### src/rtl/sevgrp_pkg.sv
package sevgrp_pkg;
  typedef logic [7:0] byte_t;
  typedef enum logic [0:0] {SMP_HUNT, SMP_RUN} smp_state_e;
  localparam int unsigned GRP_LEN = 8;  // header + seven data bytes
endpackage

### src/rtl/sevgrp_sampler.sv
module sevgrp_sampler
  import sevgrp_pkg::*;
#(
  parameter int unsigned CLK_PER_BIT = 500
) (
  input  logic  clk_i,
  input  logic  rst_ni,
  input  logic  rx_i,
  input  logic  flush_i,
  output logic  start_o,
  output logic  byte_vld_o,
  output byte_t byte_o
);
  localparam int unsigned CW   = $clog2(CLK_PER_BIT);
  localparam int unsigned HALF = CLK_PER_BIT / 2;

  logic          rx_q1, rx_q2;
  smp_state_e    state_q;
  logic [CW-1:0] cnt_q;
  logic [2:0]    bit_q;
  logic [6:0]    sh_q;

  always_ff @(posedge clk_i or negedge rst_ni) begin
    if (!rst_ni) begin
      rx_q1 <= 1'b0;
      rx_q2 <= 1'b0;
    end else begin
      rx_q1 <= rx_i;
      rx_q2 <= rx_q1;
    end
  end

  always_ff @(posedge clk_i or negedge rst_ni) begin
    if (!rst_ni) begin
      state_q    <= SMP_HUNT;
      cnt_q      <= '0;
      bit_q      <= '0;
      sh_q       <= '0;
      start_o    <= 1'b0;
      byte_vld_o <= 1'b0;
      byte_o     <= '0;
    end else begin
      start_o    <= 1'b0;
      byte_vld_o <= 1'b0;
      if (flush_i) begin
        state_q <= SMP_HUNT;
      end else begin
        unique case (state_q)
          SMP_HUNT: if (rx_q2) begin
            // first set bit after idle marks bit 7 of the first wire byte
            state_q <= SMP_RUN;
            cnt_q   <= CW'(HALF - 1);
            bit_q   <= '0;
            start_o <= 1'b1;
          end
          SMP_RUN: begin
            if (cnt_q == '0) begin
              cnt_q <= CW'(CLK_PER_BIT - 1);
              sh_q  <= {sh_q[5:0], rx_q2};
              bit_q <= bit_q + 3'd1;
              if (bit_q == 3'd7) begin
                byte_vld_o <= 1'b1;
                byte_o     <= {sh_q, rx_q2};
              end
            end else begin
              cnt_q <= cnt_q - CW'(1);
            end
          end
          default: state_q <= SMP_HUNT;
        endcase
      end
    end
  end
endmodule

### src/rtl/sevgrp_group.sv
module sevgrp_group
  import sevgrp_pkg::*;
(
  input  logic  clk_i,
  input  logic  rst_ni,
  input  logic  flush_i,
  input  logic  start_i,
  input  logic  byte_vld_i,
  input  byte_t byte_i,
  output logic  wr_req_o,
  output byte_t wr_byte_o,
  output logic  frame_err_o
);
  logic [2:0] slot_q;
  byte_t      hdr_q;
  logic [2:0] hdr_idx;

  // slot k (1..7) takes header bit 7-k
  assign hdr_idx   = 3'd7 - slot_q;
  assign wr_req_o  = byte_vld_i && byte_i[7] && !frame_err_o && !flush_i && (slot_q != '0);
  assign wr_byte_o = {hdr_q[hdr_idx], byte_i[6:0]};

  always_ff @(posedge clk_i or negedge rst_ni) begin
    if (!rst_ni) begin
      slot_q      <= '0;
      hdr_q       <= '0;
      frame_err_o <= 1'b0;
    end else if (flush_i) begin
      slot_q <= '0;
    end else if (start_i) begin
      slot_q      <= '0;
      frame_err_o <= 1'b0;
    end else if (byte_vld_i && !frame_err_o) begin
      if (!byte_i[7]) begin
        frame_err_o <= 1'b1;
      end else begin
        if (slot_q == '0) hdr_q <= byte_i;
        slot_q <= (slot_q == 3'(GRP_LEN - 1)) ? 3'd0 : slot_q + 3'd1;
      end
    end
  end
endmodule

### src/rtl/sevgrp_writer.sv
module sevgrp_writer
  import sevgrp_pkg::*;
#(
  parameter int unsigned MAX_BYTES = 512
) (
  input  logic                               clk_i,
  input  logic                               rst_ni,
  input  logic                               wr_req_i,
  input  byte_t                              wr_byte_i,
  input  logic                               eop_i,
  input  logic                               start_i,
  output logic                               wr_en_o,
  output logic [$clog2(MAX_BYTES)-1:0]       wr_addr_o,
  output byte_t                              wr_data_o,
  output logic                               done_o,
  output logic [$clog2(MAX_BYTES+1)-1:0]     done_count_o,
  output logic                               ovf_o
);
  localparam int unsigned AW   = $clog2(MAX_BYTES);
  localparam int unsigned CNTW = $clog2(MAX_BYTES + 1);

  logic [CNTW-1:0] cnt_q;

  always_ff @(posedge clk_i or negedge rst_ni) begin
    if (!rst_ni) begin
      cnt_q        <= '0;
      wr_en_o      <= 1'b0;
      wr_addr_o    <= '0;
      wr_data_o    <= '0;
      done_o       <= 1'b0;
      done_count_o <= '0;
      ovf_o        <= 1'b0;
    end else begin
      wr_en_o <= 1'b0;
      done_o  <= 1'b0;
      if (eop_i) begin
        done_o       <= 1'b1;
        done_count_o <= cnt_q;
        cnt_q        <= '0;
      end else begin
        if (start_i) ovf_o <= 1'b0;
        if (wr_req_i) begin
          if (cnt_q < CNTW'(MAX_BYTES)) begin
            wr_en_o   <= 1'b1;
            wr_addr_o <= cnt_q[AW-1:0];
            wr_data_o <= wr_byte_i;
            cnt_q     <= cnt_q + CNTW'(1);
          end else begin
            ovf_o <= 1'b1;
          end
        end
      end
    end
  end
endmodule

### src/rtl/sevgrp_rx.sv
module sevgrp_rx
  import sevgrp_pkg::*;
#(
  parameter int unsigned CLK_PER_BIT = 500,
  parameter int unsigned MAX_BYTES   = 512
) (
  input  logic                           clk_i,
  input  logic                           rst_ni,
  input  logic                           rx_i,
  input  logic                           eop_i,
  output logic                           wr_en_o,
  output logic [$clog2(MAX_BYTES)-1:0]   wr_addr_o,
  output logic [7:0]                     wr_data_o,
  output logic                           done_o,
  output logic [$clog2(MAX_BYTES+1)-1:0] done_count_o,
  output logic                           frame_err_o,
  output logic                           ovf_o
);
  logic  start, byte_vld, wr_req;
  byte_t wire_byte, wr_byte;

  sevgrp_sampler #(.CLK_PER_BIT(CLK_PER_BIT)) u_smp (
    .clk_i      (clk_i),
    .rst_ni     (rst_ni),
    .rx_i       (rx_i),
    .flush_i    (eop_i),
    .start_o    (start),
    .byte_vld_o (byte_vld),
    .byte_o     (wire_byte)
  );

  sevgrp_group u_grp (
    .clk_i       (clk_i),
    .rst_ni      (rst_ni),
    .flush_i     (eop_i),
    .start_i     (start),
    .byte_vld_i  (byte_vld),
    .byte_i      (wire_byte),
    .wr_req_o    (wr_req),
    .wr_byte_o   (wr_byte),
    .frame_err_o (frame_err_o)
  );

  sevgrp_writer #(.MAX_BYTES(MAX_BYTES)) u_wr (
    .clk_i        (clk_i),
    .rst_ni       (rst_ni),
    .wr_req_i     (wr_req),
    .wr_byte_i    (wr_byte),
    .eop_i        (eop_i),
    .start_i      (start),
    .wr_en_o      (wr_en_o),
    .wr_addr_o    (wr_addr_o),
    .wr_data_o    (wr_data_o),
    .done_o       (done_o),
    .done_count_o (done_count_o),
    .ovf_o        (ovf_o)
  );
endmodule

### config.mk
export PLATFORM = sky130hd
export DESIGN_NAME = sevgrp_rx
export DESIGN_NICKNAME = d
export VERILOG_FILES = /design/src/rtl/sevgrp_pkg.sv /design/src/rtl/sevgrp_sampler.sv /design/src/rtl/sevgrp_group.sv /design/src/rtl/sevgrp_writer.sv /design/src/rtl/sevgrp_rx.sv
export SDC_FILE = /design/constraint.sdc
export NUM_CORES = 1
export LEC_CHECK = 0
export ABC_AREA = 1
export BUFFER_PORTS_ARGS = -buffer_cell sky130_fd_sc_hd__buf_2
export CELL_PAD_IN_SITES_DETAIL_PLACEMENT = 1
export CELL_PAD_IN_SITES_GLOBAL_PLACEMENT = 1
export CORE_ASPECT_RATIO = 1.4
export CORE_UTILIZATION = 48
export DETAILED_ROUTE_END_ITERATION = 10
export GPL_TIMING_DRIVEN = 0
export PLACE_DENSITY_LB_ADDON = 0.25
export SLEW_MARGIN = 5
export SYNTH_ARGS = -nofsm -noshare
export SYNTH_HDL_FRONTEND = slang
export SYNTH_SLANG_ARGS = --single-unit
### constraint.sdc
create_clock -name clk_i -period 4.8 [get_ports clk_i]
set_input_delay 0.72 -clock clk_i [delete_from_list [all_inputs] [get_ports clk_i]]
set_output_delay 0.72 -clock clk_i [all_outputs]
set_load 0.02 [all_outputs]
-- Yosys cells after proc, flatten, opt, wreduce, memory -nomap -nowiden
Index checks and enable logic that the tools add are counted.
- add/sub/neg operators: 5
- $lt $le $gt $ge: 2
- equal/unequal tests: 5
- multiplexer cells: 35
- bitwise gates (word level): 3
- reductions and logical operators: 24
- operators by type and width (operator ; count):
    $mux 10 ; 3
    $mux 3 ; 7
    $mux 1 ; 20
    $mux 9 ; 2
    $pmux 9 s2 ; 1
    $reduce_and 3->1 ; 4
    $add 10x1->10 const B ; 1
    $lt 10x10->1 const B ; 1
    $logic_not 9->1 ; 1
    $reduce_bool 3->1 ; 3
    $sub 9x1->9 const B ; 1
    $add 3x1->3 const B ; 2
    $eq 3x3->1 const B ; 2
    $pmux 3 s2 ; 1
    $reduce_and 2->1 ; 3
    $reduce_bool 2->1 ; 3
    $logic_and 1x1->1 ; 5
    $reduce_and 5->1 ; 1
    $lt 3x4->1 const B ; 1
    $ne 2x1->1 const B ; 2
    $reduce_and 4->1 ; 1
    $bmux 1 s3 ; 1
    $logic_not 3->1 ; 1
    $not 1->1 ; 3
    3 further kinds ; 4
- register bits: 84
- output and inout bits: 31
- word-level logic and storage cells: 93

-- Longest topological paths before layout
Gate-level depths: netlist of the first run.
- depth in word-level cells: 6
- depth in mapped cells: 9

-- By module
Synthesis of the first run repeated with hierarchy kept, for this count alone.
- cells, all modules: 443
- area total of the unflattened synthesis: 3856.2 sq um
- modules (own cells, without submodules) (module ; instances ; cells an instance ; area an instance (sq um)):
    sevgrp_writer ; 1 ; 182 ; 1640.3
    sevgrp_sampler ; 1 ; 164 ; 1487.7
    sevgrp_group ; 1 ; 97 ; 728.2

-- Worst setup path before layout of the first run
Ideal clock, no wire load.
- path kind: register -> register
- start point: reg u_grp.slot_q[0]
- end point: reg u_wr.wr_addr_o[7]
- setup time: 121 ps
- data arrival time: 1377 ps
- path slack: 3301 ps
- cell stages (with the launch flop): 10
- buffers on the path: 1
- period minus slack after synthesis: 1499 ps
- cell sequence: dfrtp_1 inv_2 ha_1 nand2_2 nand2_1 nor2_2 nand2_2 buf_2 nand2_1 o21ai_1
- cells in the longest elaborated chain, start to end: 3
- ends and longest elaborated chain (element ; line ; RTL):
    start: declaration ; sevgrp_group.sv:14 ; logic [2:0] slot_q;
    start signal: assignment ; sevgrp_group.sv:38 ; slot_q <= (slot_q == 3'(GRP_LEN - 1)) ? 3'd0 : slot_q + 3'd1;
    $reduce_bool 3->1 ; sevgrp_group.sv:20 ; assign wr_req_o = byte_vld_i && byte_i[7] && !frame_err_o && !flush_i && (slot_q != '0);
    $logic_and 1x1->1 ; sevgrp_group.sv:20 ;
    $reduce_and 3->1 (no source line) ; -- ;
    end signal: assignment ; sevgrp_writer.sv:45 ; wr_addr_o <= cnt_q[AW-1:0];
    end: declaration ; sevgrp_writer.sv:13 ; output logic [$clog2(MAX_BYTES)-1:0] wr_addr_o,
No other way between the ends.
A chain may end at the register's enable or synchronous reset.

-- Worst setup path after layout of the first run
- start point: reg u_grp.slot_q[0]
- end point: reg u_wr.wr_addr_o[5]
Same word-level chain as after synthesis.

==> impl_results.md, run 1 <==
* Distinct cell type count after synthesis at 28
* Avg Cell Area, Syn at just under 9 um^2
* First-pass GRT wire length at between 15000 and 20000 um
* Clock Pin Slew Worst Setup and Hold Paths at 0.08 ns
* Initial core utilization at between 40% and 50%
* Die area at 8370 um^2
* WL/cell at between 15 and 20 um
* Clk root buf: clkbuf_8
* Sink Count at 84
* Max Buffers Root-to-Sink at 2
* Layout filler cell count at 968
* Antenna Diode Count at 0
* Mapped Cells at about 430
* Row Count at 38
* Vias in the first global route at ~3200
* Commonest non-fill, non-tap cells in the layout: nand2_1, dfrtp_1, nand3_1
* Outcome: finished clean
* GRT Overall Usage at between 20% and 30%
* Initial antenna violation count at 0
* Setup Viol. Count Final at 0
* Synthesized Nets at between 400 and 500
* Multi-input logic area at between 1500 and 2000 um^2
* Clock latency at the later pin of the worst-skew pair at about 0.36 ns
* Die outline height at 108 um
* Synth area leaders: dfrtp_1, nand2_1, nand3_1
* Hold Path Class: primary input to asynchronous set/reset pin
* Post_cts resized at 0
* Total I/O pin count at 35
* Hpwl dp at roughly 6600 um
* Fmax achieved at around 530 MHz
* Vias per cell at 5.22
* Share of cells above drive strength 1 at 20.5%
* Tot Pwr at between 1000 and 1500 uW
* Max Slew Vio Count at 0
* CP Data Required Time at about 5.1 ns
* Pre-CTS WS at about 2.9 ns
* Postcts setup bufs at 0
* Post-synth top area share at between 50% and 60%
* Placer Congestion at ~0.83
* CP Max Fanout at 10
* Yosys top cell by area: dfrtp_1
* PnR worst setup slack at around 2.9 ns
* PD cells at ~320 nW/um^2
* CP arrival at between 2 and 2.5 ns
* Core area at 7750 um^2
* H-tree Lvls at 3
* Startpoint Class: flop
* Routed via count at a little over 3000
* DRC at 0
* Gate power share at 8.8%
* Grt total ovfl at 0
* CTS Buf Count at 9
* Switching share of power at roughly 25%
* Layout Utilization at 56.6%
* Worst Skew at about 0.007 ns
* Clock power share at 38.9%
* Final #Nets at 490
* Initial DRC Count at 129
* Register Area at around 2100 um^2
* Critical path class: flop to flop
* Flops & latches, synth at 84
* Unrepaired setup endpoints after global routing: no
* P_int at between 1000 and 1500 uW
* Final TNS setup at 0 ns
* Max Cap Viol at 0
* Sequential area share after synthesis at between 50% and 60%
* Area grow syn2layout at 14.1%
* Die X at 77.6 um
* Commonest non-fill, non-tap cell in the layout: nand2_1
* Worst VDD drop at 0.000173 V
* Tcrit/Tclk final at 39.6%
* Final Hold Violating Endpoints at 0
* Leakage Power at ~0.0022 uW
* Routed WL at between 9000 and 10000 um
* Final Critical Period at between 1.5 and 2 ns
* Yosys warns at 0
* Rel. slew slack at about two thirds
* Flop pwr share at 52.4%
* Drt first pass iters at 4
* Crit. End Element: flop
* Net Sw Power at ~350 uW
* I/O Buffers at 34
* CTS tree: yes
* Mapped cell area at between 3000 and 4000 um^2
* Largest net degree at the start of global routing at 52
* Routed Antenna Nets at 0
* Worst slew pin tran at just under 0.5 ns
* Hold Buf Count CTS at 0
power groups by stage:
stage               registers (uW)  logic [uW]  clock network, uW
floorplan                      754        82.0                  0
global placement               757         116                  0
detailed placement             758         127                  0
CTS                            744         127                570
global route                   748         142                592
finish                         744         124                552
registers in the layout, summed over array words and instances (netlist names), 7 cells and up:
name and flops:
u_grp.hdr_q 8, u_smp.cnt_q 9, u_wr.done_count_o 10, u_wr.wr_addr_o 9, u_wr.wr_data_o 8, u_wr.cnt_q 10
u_smp.sh_q 7, u_smp.byte_o 8
metal layers:
metal | track usage, % | part of all wire (%) | wire, um | vias to the layer above
met5 | 0 | 0 | 0 | -
met4 | 11.2 | 2.2 | 199 | 0
met3 | 4.07 | 2.1 | 196 | 14
met2 | 41.7 | 53 | 4850 | 44
met1 | 29.9 | 43 | 3920 | 1513
li1 | - | - | - | 1470
critical path: stages (launching register included):
cell and delay (ns):
dfrtp_1 0.50, inv_2 0.12, ha_1 0.27, nand2_2 0.14
nand2_1 0.08, nor2_2 0.14, nand2_2 0.14, buf_2 0.25
nand2_1 0.10, o21ai_1 0.06
through the flow:
stage | cell area, um^2 | instances | hold WS [ns]
after floorplan | 3840 | 433 | 0.331
after global placement | 4140 | 567 | 0.333
after detailed placement | 4170 | 568 | 0.350
after CTS | 4380 | 583 | 0.323
after global routing | 4380 | 583 | 0.337
final | 4380 | 583 | 0.313
cell usage after synthesis:
cell / instances
a21oi_1: 4
a31oi_4: 1
buf_2: 8
buf_4: 2
buf_6: 2
dfrtp_1: 84
ha_1: 7
inv_1: 32
inv_2: 7
inv_4: 1
nand2_1: 144
nand2_2: 5
nand3_1: 43
nand3_4: 1
nand4_1: 2
nand4_4: 3
nor2_1: 21
nor2_2: 6
nor2_4: 3
nor2_8: 1
nor3_1: 2
o21ai_0: 8
o21ai_1: 31
o21ai_2: 9
o22ai_1: 1
or2_2: 1
xnor2_1: 1
xor2_1: 3
kinds of logic (layout without fill, tap and decap cells):
| logic type | Yosys count | count (layout) | share of synthesized area, % |
|---|---|---|---|
| and+or+nand+nor | 232 | 232 | 27.8 |
| buffers and inverters | 52 | 102 | 5.99 |
| xor gates and xnor gates | 4 | 4 | 0.912 |
| DFF | 84 | 84 | 54.7 |
| AOI/OAI and AO/OA | 54 | 54 | 8.37 |
| adders and majority gates | 7 | 7 | 2.28 |
layout make-up:
cell class	instances	share of cell area [%]
buffer	12	1.77
clock inverter	4	1.68
clock buffer	11	3.22
sequential	84	47.9
inverter	40	3.48
timing repair buffer	35	4.57
tap	100	2.85
multi-input combinational	297	34.5
path summary, 6_finish.rpt:
check                                start           endpoint  slack, ns  depth (start not counted)
max in group asynchronous           rst_ni      u_smp.sh_q[2]       3.87                          2
hold reg to reg                u_smp.rx_q1        u_smp.rx_q2       0.36                          0
min in group clk_i             u_smp.rx_q1        u_smp.rx_q2       0.36                          0
hold / removal                      rst_ni  u_wr.wr_addr_o[6]       0.31                          1
setup / recovery           u_grp.slot_q[0]  u_wr.wr_addr_o[5]       2.90                          9
setup reg to reg           u_grp.slot_q[0]  u_wr.wr_addr_o[5]       2.90                          9
Note: power is estimated with default switching activity, not from simulation.
==> inputs of run 2 (changes only) <==
- ABC_AREA: 1 -> 0
- CORE_UTILIZATION: 48 -> 43
- clock period: 4.8 -> 1.5 ns (I/O delays scaled with it)
==> impl_results.md, run 2 <==
* Largest net degree at the start of global routing at between 40 and 50
* Startpoint Class: flop
* Master of the slowest instance on the critical path: or3b_4
* Failing checks: setup timing
* CP Max Fanout at 6
* PD cells at 906 nW/um^2
* Regs by FF count: u_wr.cnt_q: 10 flops, u_wr.done_count_o: 10 flops
* CTS Buf Count at 9
* CTS tree: yes
* Sink Count at 84
* PnR worst setup slack at -0.558 ns
* Largest family of logic cells by synthesized area: multiplexers
* Buf+Inv Stages, Crit Path at 2
* Most common library cells after synthesis: dfrtp_1, mux2_2, nand2_1
* Synth Area in Simple Gates at between 10 and 15%
* Initial DRC Count at 77
* Antenna Diode Count at 0
* Clk root buf: clkbuf_8
* Total I/O pin count at 35
* Worst slew pin tran at 0.892 ns
* Unrepaired setup endpoints after global routing: yes
* Commonest non-fill, non-tap cells in the layout: dfrtp_1, buf_2, mux2_2
* DRC at 0
* Rel. slew slack at roughly 40%
* Multi-input logic area at around 1700 um^2
* Area grow syn2layout at 34.1%
* Crit. End Element: flop
* Max incr delay on CP at approximately 0.42 ns
* Share of cells above drive strength 1 at roughly 54%
* Die area at 8520 um^2
* Fmax achieved at slightly below 500 MHz
* Clock Pin Slew Worst Setup and Hold Paths at ~0.080 ns
* Max Buffers Root-to-Sink at 2
* Sequential area share after synthesis at 60.0%
* Yosys warns at 0
* Final Critical Period at between 2 and 2.5 ns
* Leading register cell type out of synthesis: dfrtp_1
* Final Hold Violating Endpoints at 0
* Count leader, synth: dfrtp_1
* GRT Overall Usage at between 20% and 30%
* First-pass GRT wire length at between 10000 and 15000 um
* Final TNS setup at -14.96 ns
* Row Count at 38
* Vias in the first global route at about 2600
* Post-synthesis compound-gate area fraction at 5.75%
* Outcome: finished with violations
* Drt first pass iters at 4
* Distinct cell type count after synthesis at 44
* Initial core utilization at between 40 and 50%
* Avg Cell Area, Syn at around 13 um^2
* Layout Cells excl Fill at 447
* Critical path's top delay family: simple AND/OR/NAND/NOR gates
* Die X at 78.3 um
* Number of synthesized flops with an enable pin at 0
* Vias per cell at about 5.4
* Routed WL at 8500 um
* Mapped Cells at between 200 and 300
* WL/cell at 19.0 um
* H-tree Lvls at 3
* Yosys top cell by area: dfrtp_1
* Synthesized Nets at 278
* Worst Skew at between 0.015 and 0.02 ns
* Post-synth ARST share at between 90% and 100%
* Routed via count at about 2400
* I/O Buffers at 34
* Register Area at between 2000 and 2500 um^2
* Commonest non-fill, non-tap cell in the layout: dfrtp_1
* Hpwl dp at between 4000 and 5000 um
* Max Cap Viol at 0
* Hold Path Class: primary input to flop
* Initial antenna violation count at 0
* Mux share of post-synthesis cell area at 18.1%
* Critical path class: flop to flop
* Post-synth top area share at 60.0%
* Layout filler cell count at between 700 and 800
* CP Data Required Time at ~1.8 ns
* Routed Antenna Nets at 0
* DP Cell Count at approximately 400
* CP arrival at ~2.3 ns
* Synth area leaders: dfrtp_1, mux2_2, ha_1
* Adder-Cell Fraction of Synth Area at 2.50%
* Core area at about 8000 um^2
* Grt total ovfl at 0
* Worst VDD drop at 0.000554 V
* Final #Nets at between 300 and 400
* Synth Area in XOR/XNOR at under 10%
* Placer Congestion at roughly 0.74
* CP Cell Sequence: inv_1, ha_2, or3b_4, nor4b_4, buf_6, mux2_4
* Max Slew Vio Count at 0
* Leakage Power at about 0.0023 uW
* Layout Utilization at between 50% and 60%
* Clock latency at the later pin of the worst-skew pair at 0.37 ns
* Mapped cell area at 3500 um^2
* Setup Viol. Count Final at 56
* Tcrit/Tclk final at 137%
* Flops & latches, synth at between 80 and 90
* Die outline height at 109 um
[run 2: changes by cell type after synthesis, sizes merged, moves of 3 or more]
cell / delta
mux2i: +6
o21ai: -34
nor2: -23
nand2b: +3
or3: +5
nor3: +4
and3: +3
mux2: +47
nand2: -133
clkbuf: +4
inv: -29
a21oi: +4
buf: -7
nand3: -38
[run 2: cells by family after synthesis]
kind of cell | Yosys count
AOI/OAI and AO/OA | 33
xor gates and xnor gates | 5
adders and majority gates | 7
buffers and inverters | 20
DFF | 84
muxes | 55
and+or+nand+nor | 63
[run 2: cell type report]
class	instances	share of cell area, %
Clock buffer	10	2.93
Sequential cell	84	44.9
Timing Repair Buffer	65	10.1
Inverter	11	0.879
Clock inverter	6	0.826
Buffer	8	2.08
Multi-Input combinational cell	163	35.6
Tap cell	100	2.66
[run 2: path summary, 6_finish.rpt]
| path | startpoint | endpoint | slack (ns) | cells after the start |
|---|---|---|---|---|
| max reg2reg | u_smp.cnt_q[1] | u_smp.sh_q[2] | -0.56 | 6 |
| min | eop_i | u_wr.done_o | 0.06 | 1 |
| min in group asynchronous | rst_ni | u_wr.wr_data_o[7] | 0.38 | 2 |
| max | u_smp.cnt_q[1] | u_smp.sh_q[2] | -0.56 | 6 |
| min reg2reg | u_smp.rx_q1 | u_smp.rx_q2 | 0.35 | 0 |
| max in group asynchronous | rst_ni | u_smp.cnt_q[3] | 0.51 | 3 |
[run 2: through the flow]
step	worst slack, ns	hold slack, ns	total power, uW	cell area [um^2]
after CTS	-0.537	0.0439	4220	4460
after floorplan	-0.435	-0.0706	2520	3570
final	-0.558	0.0600	4250	4700
after global routing	-0.617	0.0448	4420	4700
after detailed placement	-0.600	0.234	2650	3890
after global placement	-0.644	0.332	2620	3860
[run 2: per-layer routing]
metal | global-route usage (%) | vias to the layer above | routed length (um)
li1 | - | 1102 | -
met1 | 24.7 | 1257 | 3530
met2 | 37.0 | 51 | 4520
met3 | 4.94 | 20 | 246
met4 | 9.13 | 0 | 206
met5 | 0 | - | 0
[run 2: worst reg2reg max path, stage by stage (launching register included)]
cell	delay, ns
dfrtp_1	0.40
inv_1	0.07
ha_2	0.19
or3b_4	0.42
nor4b_4	0.36
buf_6	0.20
mux2_4	0.31
[run 2: timing repair]
action | in CTS | in global routing
hold buffers | 2 | 0
cloned | 0 | 1
setup buffers | 23 | 6
endpoints found under the setup margin | 68 | 63
pin swaps | 13 | 14
gates resized for setup | 52 | 49
hold endpoints to repair | 38 | 0
[run 2: where the power goes]
part           switching [uW]  total [uW]  internal [uW]
registers                60.6        2370           2310
clock network             858        1500            644
logic                     214         380            166
